$ cat config.mk
export PLATFORM = sky130hd
export DESIGN_NAME = rtc_dhms
export DESIGN_NICKNAME = d
export VERILOG_FILES = /design/src/rtl/rtc_dhms_pkg.sv /design/src/rtl/rtc_time_core.sv /design/src/rtl/rtc_alarm_unit.sv /design/src/rtl/rtc_irq_unit.sv /design/src/rtl/rtc_dhms.sv
export SDC_FILE = /design/constraint.sdc
export NUM_CORES = 1
export LEC_CHECK = 0
export BUFFER_PORTS_ARGS = -buffer_cell sky130_fd_sc_hd__clkbuf_2
export CAP_MARGIN = 20
export CELL_PAD_IN_SITES_DETAIL_PLACEMENT = 1
export CELL_PAD_IN_SITES_GLOBAL_PLACEMENT = 1
export CORE_MARGIN = 3
export CORE_UTILIZATION = 50
export DETAILED_ROUTE_END_ITERATION = 7
export PLACE_DENSITY_LB_ADDON = 0.12
export SYNTH_ARGS = -nofsm -noshare
export SYNTH_HDL_FRONTEND = slang
export SYNTH_SLANG_ARGS = --single-unit
$ cat constraint.sdc
create_clock -name clk -period 8.6 [get_ports clk]
set_clock_uncertainty 0.1 [all_clocks]
set_input_delay 0.86 -clock clk [delete_from_list [all_inputs] [get_ports clk]]
set_output_delay 0.86 -clock clk [all_outputs]
set_load 0.05 [all_outputs]
$ cat src/rtl/rtc_dhms_pkg.sv
package rtc_dhms_pkg;

    // Byte offsets of the register map
    localparam logic [5:0] OFS_HM   = 6'h00;
    localparam logic [5:0] OFS_SEC  = 6'h04;
    localparam logic [5:0] OFS_AHM  = 6'h08;
    localparam logic [5:0] OFS_ASEC = 6'h0C;
    localparam logic [5:0] OFS_CTRL = 6'h10;
    localparam logic [5:0] OFS_STAT = 6'h14;
    localparam logic [5:0] OFS_IEN  = 6'h18;
    localparam logic [5:0] OFS_DAY  = 6'h20;
    localparam logic [5:0] OFS_ADAY = 6'h24;

    // Field widths of the time of day
    localparam int SEC_W  = 6;
    localparam int MIN_W  = 6;
    localparam int HOUR_W = 5;

    // Bit positions in the control and status registers
    localparam int BIT_ALM   = 2;
    localparam int BIT_SEC1  = 4;
    localparam int BIT_RUN   = 7;
    localparam int REFSEL_LO = 5;

    // Hours, minutes and seconds held together
    typedef struct packed {
        logic [HOUR_W-1:0] hour;
        logic [MIN_W-1:0]  min;
        logic [SEC_W-1:0]  sec;
    } hms_t;

endpackage

$ cat src/rtl/rtc_time_core.sv
module rtc_time_core
    import rtc_dhms_pkg::*;
#(
    parameter int DAY_W = 9
) (
    input  logic             clk,
    input  logic             rst_n,
    input  logic             adv,
    input  logic             wr_hm,
    input  logic             wr_sec,
    input  logic             wr_day,
    input  hms_t             wval_hms,
    input  logic [DAY_W-1:0] wval_day,
    output hms_t             hms_q,
    output logic [DAY_W-1:0] day_q,
    output hms_t             step_hms,
    output logic [DAY_W-1:0] step_day
);

    localparam logic [SEC_W-1:0]  SEC_LAST  = SEC_W'(59);
    localparam logic [MIN_W-1:0]  MIN_LAST  = MIN_W'(59);
    localparam logic [HOUR_W-1:0] HOUR_LAST = HOUR_W'(23);

    typedef struct packed {
        logic [DAY_W-1:0] day;
        hms_t             hms;
    } tstate_t;

    tstate_t st_q, st_d, inc;
    logic    c_sec, c_min, c_hour;

    always_comb begin
        inc    = st_q;
        c_sec  = (st_q.hms.sec == SEC_LAST);
        c_min  = c_sec && (st_q.hms.min == MIN_LAST);
        c_hour = c_min && (st_q.hms.hour == HOUR_LAST);

        // Seconds, then the carry chain upward
        inc.hms.sec = c_sec ? '0 : st_q.hms.sec + 1'b1;
        if (c_sec) begin
            inc.hms.min = c_min ? '0 : st_q.hms.min + 1'b1;
        end
        if (c_min) begin
            inc.hms.hour = c_hour ? '0 : st_q.hms.hour + 1'b1;
        end
        if (c_hour) begin
            inc.day = st_q.day + 1'b1;
        end

        // A step first, then bus writes on top of it
        st_d = st_q;
        if (adv) begin
            st_d = inc;
        end
        if (wr_hm) begin
            st_d.hms.hour = wval_hms.hour;
            st_d.hms.min  = wval_hms.min;
        end
        if (wr_sec) begin
            st_d.hms.sec = wval_hms.sec;
        end
        if (wr_day) begin
            st_d.day = wval_day;
        end
    end

    always_ff @(posedge clk or negedge rst_n) begin
        if (!rst_n) begin
            st_q <= '0;
        end else begin
            st_q <= st_d;
        end
    end

    assign hms_q    = st_q.hms;
    assign day_q    = st_q.day;
    assign step_hms = inc.hms;
    assign step_day = inc.day;


    sec_step_chk: assert property (@(posedge clk) disable iff (!rst_n)
        (adv && !wr_sec && hms_q.sec < SEC_LAST) |=> hms_q.sec == $past(hms_q.sec) + 1'b1);


    sec_wrap_chk: assert property (@(posedge clk) disable iff (!rst_n)
        (adv && !wr_sec && hms_q.sec == SEC_LAST) |=> hms_q.sec == '0);


    day_wrap_chk: assert property (@(posedge clk) disable iff (!rst_n)
        (adv && !wr_day && (&day_q) && hms_q.hour == HOUR_LAST &&
         hms_q.min == MIN_LAST && hms_q.sec == SEC_LAST) |=> day_q == '0);

endmodule

$ cat src/rtl/rtc_alarm_unit.sv
module rtc_alarm_unit
    import rtc_dhms_pkg::*;
#(
    parameter int DAY_W = 9
) (
    input  logic             clk,
    input  logic             rst_n,
    input  logic             wr_ahm,
    input  logic             wr_asec,
    input  logic             wr_aday,
    input  hms_t             wval_hms,
    input  logic [DAY_W-1:0] wval_day,
    input  logic             adv,
    input  hms_t             cand_hms,
    input  logic [DAY_W-1:0] cand_day,
    output hms_t             alm_hms,
    output logic [DAY_W-1:0] alm_day,
    output logic             hit
);

    typedef struct packed {
        logic [DAY_W-1:0] day;
        hms_t             hms;
    } astate_t;

    astate_t al_q, al_d;

    always_comb begin
        al_d = al_q;
        if (wr_ahm) begin
            al_d.hms.hour = wval_hms.hour;
            al_d.hms.min  = wval_hms.min;
        end
        if (wr_asec) begin
            al_d.hms.sec = wval_hms.sec;
        end
        if (wr_aday) begin
            al_d.day = wval_day;
        end
    end

    always_ff @(posedge clk or negedge rst_n) begin
        if (!rst_n) begin
            al_q <= '0;
        end else begin
            al_q <= al_d;
        end
    end

    // The compare looks at the value the step is about to load
    assign hit     = adv && (cand_hms == al_q.hms) && (cand_day == al_q.day);
    assign alm_hms = al_q.hms;
    assign alm_day = al_q.day;

endmodule

$ cat src/rtl/rtc_irq_unit.sv
module rtc_irq_unit
    import rtc_dhms_pkg::*;
#(
    parameter int DATA_W = 16
) (
    input  logic              clk,
    input  logic              rst_n,
    input  logic              ev_alarm,
    input  logic              ev_sec,
    input  logic              wr_stat,
    input  logic              wr_ien,
    input  logic [DATA_W-1:0] wdata,
    output logic [DATA_W-1:0] stat_q,
    output logic [DATA_W-1:0] ien_q,
    output logic              irq
);

    localparam logic [DATA_W-1:0] STAT_MASK =
        (DATA_W'(1) << BIT_ALM) | (DATA_W'(1) << BIT_SEC1);

    typedef struct packed {
        logic [DATA_W-1:0] stat;
        logic [DATA_W-1:0] ien;
    } istate_t;

    istate_t           is_q, is_d;
    logic [DATA_W-1:0] set_v, clr_v;

    always_comb begin
        set_v           = '0;
        set_v[BIT_ALM]  = ev_alarm;
        set_v[BIT_SEC1] = ev_sec;
        clr_v           = wr_stat ? wdata : '0;

        is_d      = is_q;
        // An event in the same cycle as a clear wins
        is_d.stat = ((is_q.stat & ~clr_v) | set_v) & STAT_MASK;
        if (wr_ien) begin
            is_d.ien = wdata;
        end
    end

    always_ff @(posedge clk or negedge rst_n) begin
        if (!rst_n) begin
            is_q <= '0;
        end else begin
            is_q <= is_d;
        end
    end

    assign stat_q = is_q.stat;
    assign ien_q  = is_q.ien;
    assign irq    = |(is_q.stat & is_q.ien);


    w1c_alarm_chk: assert property (@(posedge clk) disable iff (!rst_n)
        (wr_stat && wdata[BIT_ALM] && !ev_alarm) |=> !stat_q[BIT_ALM]);


    zero_keeps_chk: assert property (@(posedge clk) disable iff (!rst_n)
        (stat_q[BIT_ALM] && !(wr_stat && wdata[BIT_ALM])) |=> stat_q[BIT_ALM]);


    alarm_latch_chk: assert property (@(posedge clk) disable iff (!rst_n)
        ev_alarm |=> stat_q[BIT_ALM]);


    irq_masked_chk: assert property (@(posedge clk) disable iff (!rst_n)
        (ien_q == '0) |-> !irq);

endmodule

$ cat src/rtl/rtc_dhms.sv
module rtc_dhms
    import rtc_dhms_pkg::*;
#(
    parameter int DAY_W  = 9,
    parameter int DATA_W = 16,
    parameter int ADDR_W = 6
) (
    input  logic              clk,
    input  logic              rst_n,
    input  logic              tick_1hz,
    input  logic [ADDR_W-1:0] bus_addr,
    input  logic              bus_we,
    input  logic [DATA_W-1:0] bus_wdata,
    output logic [DATA_W-1:0] bus_rdata,
    output logic              irq
);

    typedef struct packed {
        logic       run;
        logic [1:0] refsel;
    } ctl_t;

    ctl_t ctl_q, ctl_d;

    logic wr_hm, wr_sec, wr_day, wr_ahm, wr_asec, wr_aday;
    logic wr_ctrl, wr_stat, wr_ien, time_wr;
    logic adv, ev_sec, hit;

    hms_t              wval_hms, hms_q, step_hms, alm_hms;
    logic [DAY_W-1:0]  wval_day, day_q, step_day, alm_day;
    logic [DATA_W-1:0] stat_q, ien_q;

    // Address decode
    always_comb begin
        wr_hm   = bus_we && (bus_addr == OFS_HM);
        wr_sec  = bus_we && (bus_addr == OFS_SEC);
        wr_day  = bus_we && (bus_addr == OFS_DAY);
        wr_ahm  = bus_we && (bus_addr == OFS_AHM);
        wr_asec = bus_we && (bus_addr == OFS_ASEC);
        wr_aday = bus_we && (bus_addr == OFS_ADAY);
        wr_ctrl = bus_we && (bus_addr == OFS_CTRL);
        wr_stat = bus_we && (bus_addr == OFS_STAT);
        wr_ien  = bus_we && (bus_addr == OFS_IEN);
        time_wr = wr_hm || wr_sec || wr_day;

        // A time write drops the step of that cycle
        adv    = tick_1hz && ctl_q.run && !time_wr;
        ev_sec = tick_1hz && ctl_q.run;

        wval_hms.hour = bus_wdata[8 +: HOUR_W];
        wval_hms.min  = bus_wdata[0 +: MIN_W];
        wval_hms.sec  = bus_wdata[0 +: SEC_W];
        wval_day      = bus_wdata[0 +: DAY_W];
    end

    always_comb begin
        ctl_d = ctl_q;
        if (wr_ctrl) begin
            ctl_d.run    = bus_wdata[BIT_RUN];
            ctl_d.refsel = bus_wdata[REFSEL_LO +: 2];
        end
    end

    always_ff @(posedge clk or negedge rst_n) begin
        if (!rst_n) begin
            ctl_q <= '0;
        end else begin
            ctl_q <= ctl_d;
        end
    end

    rtc_time_core #(.DAY_W(DAY_W)) u_time (
        .clk      (clk),
        .rst_n    (rst_n),
        .adv      (adv),
        .wr_hm    (wr_hm),
        .wr_sec   (wr_sec),
        .wr_day   (wr_day),
        .wval_hms (wval_hms),
        .wval_day (wval_day),
        .hms_q    (hms_q),
        .day_q    (day_q),
        .step_hms (step_hms),
        .step_day (step_day)
    );

    rtc_alarm_unit #(.DAY_W(DAY_W)) u_alarm (
        .clk      (clk),
        .rst_n    (rst_n),
        .wr_ahm   (wr_ahm),
        .wr_asec  (wr_asec),
        .wr_aday  (wr_aday),
        .wval_hms (wval_hms),
        .wval_day (wval_day),
        .adv      (adv),
        .cand_hms (step_hms),
        .cand_day (step_day),
        .alm_hms  (alm_hms),
        .alm_day  (alm_day),
        .hit      (hit)
    );

    rtc_irq_unit #(.DATA_W(DATA_W)) u_irq (
        .clk      (clk),
        .rst_n    (rst_n),
        .ev_alarm (hit),
        .ev_sec   (ev_sec),
        .wr_stat  (wr_stat),
        .wr_ien   (wr_ien),
        .wdata    (bus_wdata),
        .stat_q   (stat_q),
        .ien_q    (ien_q),
        .irq      (irq)
    );

    // Read-back multiplexer
    always_comb begin
        bus_rdata = '0;
        case (bus_addr)
            OFS_HM: begin
                bus_rdata[8 +: HOUR_W] = hms_q.hour;
                bus_rdata[0 +: MIN_W]  = hms_q.min;
            end
            OFS_SEC:  bus_rdata[0 +: SEC_W] = hms_q.sec;
            OFS_AHM: begin
                bus_rdata[8 +: HOUR_W] = alm_hms.hour;
                bus_rdata[0 +: MIN_W]  = alm_hms.min;
            end
            OFS_ASEC: bus_rdata[0 +: SEC_W] = alm_hms.sec;
            OFS_CTRL: begin
                bus_rdata[BIT_RUN]          = ctl_q.run;
                bus_rdata[REFSEL_LO +: 2]   = ctl_q.refsel;
            end
            OFS_STAT: bus_rdata = stat_q;
            OFS_IEN:  bus_rdata = ien_q;
            OFS_DAY:  bus_rdata[0 +: DAY_W] = day_q;
            OFS_ADAY: bus_rdata[0 +: DAY_W] = alm_day;
            default:  bus_rdata = '0;
        endcase
    end


    frozen_time_chk: assert property (@(posedge clk) disable iff (!rst_n)
        (!ctl_q.run && !time_wr) |=> ($stable(hms_q) && $stable(day_q)));


    idle_no_flag_chk: assert property (@(posedge clk) disable iff (!rst_n)
        (!ctl_q.run && !stat_q[BIT_SEC1]) |=> !stat_q[BIT_SEC1]);


    write_beats_tick_chk: assert property (@(posedge clk) disable iff (!rst_n)
        (wr_sec && tick_1hz) |=> hms_q.sec == $past(bus_wdata[SEC_W-1:0]));

endmodule

==> metrics.txt <==
run status=complete, no violations; Initial Util=0.515; GR Util All Layers=0.299; Most used DFF post-synth=dfrtp_1; total wire length=16.1 mm; vias in the first global route=approximately 4600; Clk pwr share=0.302; Critical Path RT=around 7.6 ns; CP Capture Type=output pin; worst rel slew slack=0.318; initial antenna violation count=0; Post-CTS Setup Inserts=0; Vias/cell=between 6 and 7; Placer Congestion=a little under 0.9; Seq/Total Area, Yosys=0.382; I/O pin cnt=43; syn_area_per_cell=9.44 sq um; number of synthesized flops with an enable pin=0; Worst Max-Slew Pin Slew=1.01 ns; fill count=between 1000 and 1500; register bit total from synthesis=73; commonest non-fill, non-tap cell in the layout=dfrtp_1; largest net degree at the start of global routing=74; WL per Instance=roughly 24 um; DRC viols=0; DRT Pass-1 Iters=6; Post-layout nets=around 560; Congestion Overflow GR=0; clock tree buffer depth=2; die height=a little over 100 um; DRT antenna net count=0; asr flop ratio synth=1.00; Clock Sinks=between 70 and 80; port buffer count=42; Pins Over Slew Limit=0; Switch Pwr=between 0.3 and 0.4 mW; Reg power frac=0.473; MaxCap Viol Count=0; Tmin final=roughly 4.0 ns; Die ar.=~11000 sq um; synth-to-layout area growth=9.53%; CTS tree=done; Die Wd=around 100 um; post-route cell area=roughly 5200 sq um; Crit path largest cell delay=roughly 0.76 ns; Mapped Cells=between 500 and 600; post-DP HPWL=11.2 mm; CP max-delay cell=nor3_2; placed inst area=5010 sq um; Net Sw Frac=0.348; most frequent cells in the layout=73 x dfrtp_1, 65 x nand2_1, 45 x mux2_2; post-synthesis cell type count=67; setup TNS=0 ns; Core ar.=9280 sq um; CP delay by family, top=simple AND/OR/NAND/NOR gates; RSZ-0062 raised after global routing=false; worst hold path class=flip-flop to flip-flop; syn_nets=536; worst-path maximum fanout=12; CTS clk-pin slew, worst paths=around 0.080 ns; mapped cell area=between 4000 and 5000 sq um; share of cells above drive strength 1=0.217; Fin. Hold Viols=0; PnR worst setup slack=~4.6 ns; Starting DRT DRC Count=around 330; endpoints failing setup=0; VDD IR-drop max=~84 uV; CTS resizes=0; CP Cell Sequence=clkbuf_2 -> or4_1 -> nor3_2 -> a222oi_1 -> nand2_1 -> clkbuf_2; Rows=35; crit path DAT=3.04 ns; first-pass GRT wire length=around 25 mm; fin crit share=0.465; Num CTS Buffers=9; Startpoint Class=input pin; Int Power=around 0.67 mW; Synth Warn #=0; routed vias=about 4500; Place WS=roughly 4.7 ns; fmax=around 0.25 GHz; pwr/cell area=196 nW/um^2; Post-CTS Hold Buffers=0; Inserted Diodes=0; crit path kind=input pin to output pin; Max H-tree Level=3; Root Buffer=clkbuf_8; Comb power frac=0.226; Clock Latency Late Sink=roughly 0.36 ns; P_leak=~2.3 nW; CP most frequent cell=clkbuf_2; Buf/Inv on CP=2
==> path summary, 6_finish.rpt <==
kind / start / cells after the start / slack (ns) / end
setup / recovery: bus_addr[3] / 6 / 4.60 / bus_rdata[0]
hold / removal: u_irq.ien_q[13]$_DFFE_PN0P_ / 1 / 0.41 / u_irq.ien_q[13]$_DFFE_PN0P_
setup reg to reg: u_time.hms_q[0]$_DFFE_PN0P_ / 8 / 4.89 / u_irq.stat_q[2]$_DFF_PN0_
hold reg to reg: u_irq.ien_q[13]$_DFFE_PN0P_ / 1 / 0.41 / u_irq.ien_q[13]$_DFFE_PN0P_
max in group asynchronous: rst_n / 1 / 7.21 / u_time.hms_q[16]$_DFFE_PN0P_
min in group asynchronous: rst_n / 1 / 0.53 / u_time.hms_q[5]$_DFFE_PN0P_
==> state kept, by name (all words and copies together) (netlist names) <==
register,count
u_time.hms_q,17
u_alarm.alm_day,9
u_time.day_q,9
u_irq.stat_q,2
ctl_q,3
u_alarm.alm_hms,17
u_irq.ien_q,16
==> synthesized netlist by cell type (2+ instances only) <==
cell,count,area share
dfrtp_1,73,0.38
nand2_1,65,0.051
mux2_2,45,0.11
nor2_1,31,0.024
o21ai_0,23,0.024
nand3_1,19,0.020
clkbuf_1,18,0.014
xnor2_1,17,0.031
mux2i_1,16,0.034
a221o_1,15,0.031
nor3_1,15,0.016
a222oi_1,12,0.025
nand4_1,12,0.016
inv_1,11,0.0086
buf_2,10,0.010
a21oi_1,9,0.0094
nor4_1,8,0.010
xor2_1,8,0.015
and3_1,6,0.0079
nand2b_1,6,0.0079
a221oi_1,5,0.0092
a22oi_1,5,0.0079
and2_1,5,0.0065
a31oi_1,4,0.0052
ha_1,4,0.010
nand4b_1,4,0.0073
o31ai_1,4,0.0063
a32oi_1,3,0.0055
o2111ai_1,3,0.0055
a22o_1,2,0.0037
and4b_1,2,0.0042
buf_1,2,0.0016
buf_4,2,0.0031
nor2b_1,2,0.0026
nor3b_1,2,0.0031
o211ai_1,2,0.0031
o311ai_0,2,0.0037
or2_1,2,0.0026
or2_2,2,0.0026
or3_1,2,0.0026
or4_1,2,0.0031
==> layout make-up <==
cell class,instances,area [sq um],share of cell area
Multi-Input combinational cell,388,2760,0.527
Sequential cell,73,1830,0.349
Inverter,11,41.3,0.00789
Tap cell,129,161,0.0308
Clock buffer,10,138,0.0263
Clock inverter,5,80.1,0.0153
Timing Repair Buffer,44,228,0.0435
==> cells by family (layout without fill, tap and decap cells) <==
| family | Yosys count | count (layout) | share of synthesized area |
|---|---|---|---|
| AND/OR/NAND/NOR | 196 | 196 | 0.216 |
| AO/OA/AOI/OAI | 101 | 101 | 0.162 |
| flip-flops | 73 | 73 | 0.382 |
| multiplexers | 62 | 62 | 0.142 |
| buffers and inverters | 45 | 70 | 0.0414 |
| XOR/XNOR | 25 | 25 | 0.0458 |
| adder cells (fa/ha/maj) | 4 | 4 | 0.0105 |
==> power groups by stage <==
stage	clock, mW	combinational, mW	sequential, mW
after global routing	0.327	0.253	0.489
after CTS	0.309	0.230	0.479
final	0.309	0.231	0.483
after global placement	0	0.219	0.482
after floorplan	0	0.192	0.433
after detailed placement	0	0.227	0.485
==> per-layer routing <==
layer | GRT usage | wire length, um | vias up
met5 | 0 | 0 | -
met4 | 0.116 | 475 | 0
met3 | 0.0692 | 1320 | 42
met2 | 0.476 | 7640 | 227
met1 | 0.396 | 6660 | 2295
li1 | - | - | 1951
==> through the flow <==
stage / utilization / std cells / power [mW] / hold WS (ns)
6_report: 0.564 / 660 / 1.02 / 0.405
5_1_grt: 0.564 / 660 / 1.07 / 0.432
4_1_cts: 0.564 / 660 / 1.02 / 0.407
3_5_place_dp: 0.540 / 645 / 0.712 / 0.391
3_3_place_gp: 0.540 / 645 / 0.701 / 0.379
2_1_floorplan: - / 506 / 0.625 / 0.371
Power figures use the tool's default switching activity.
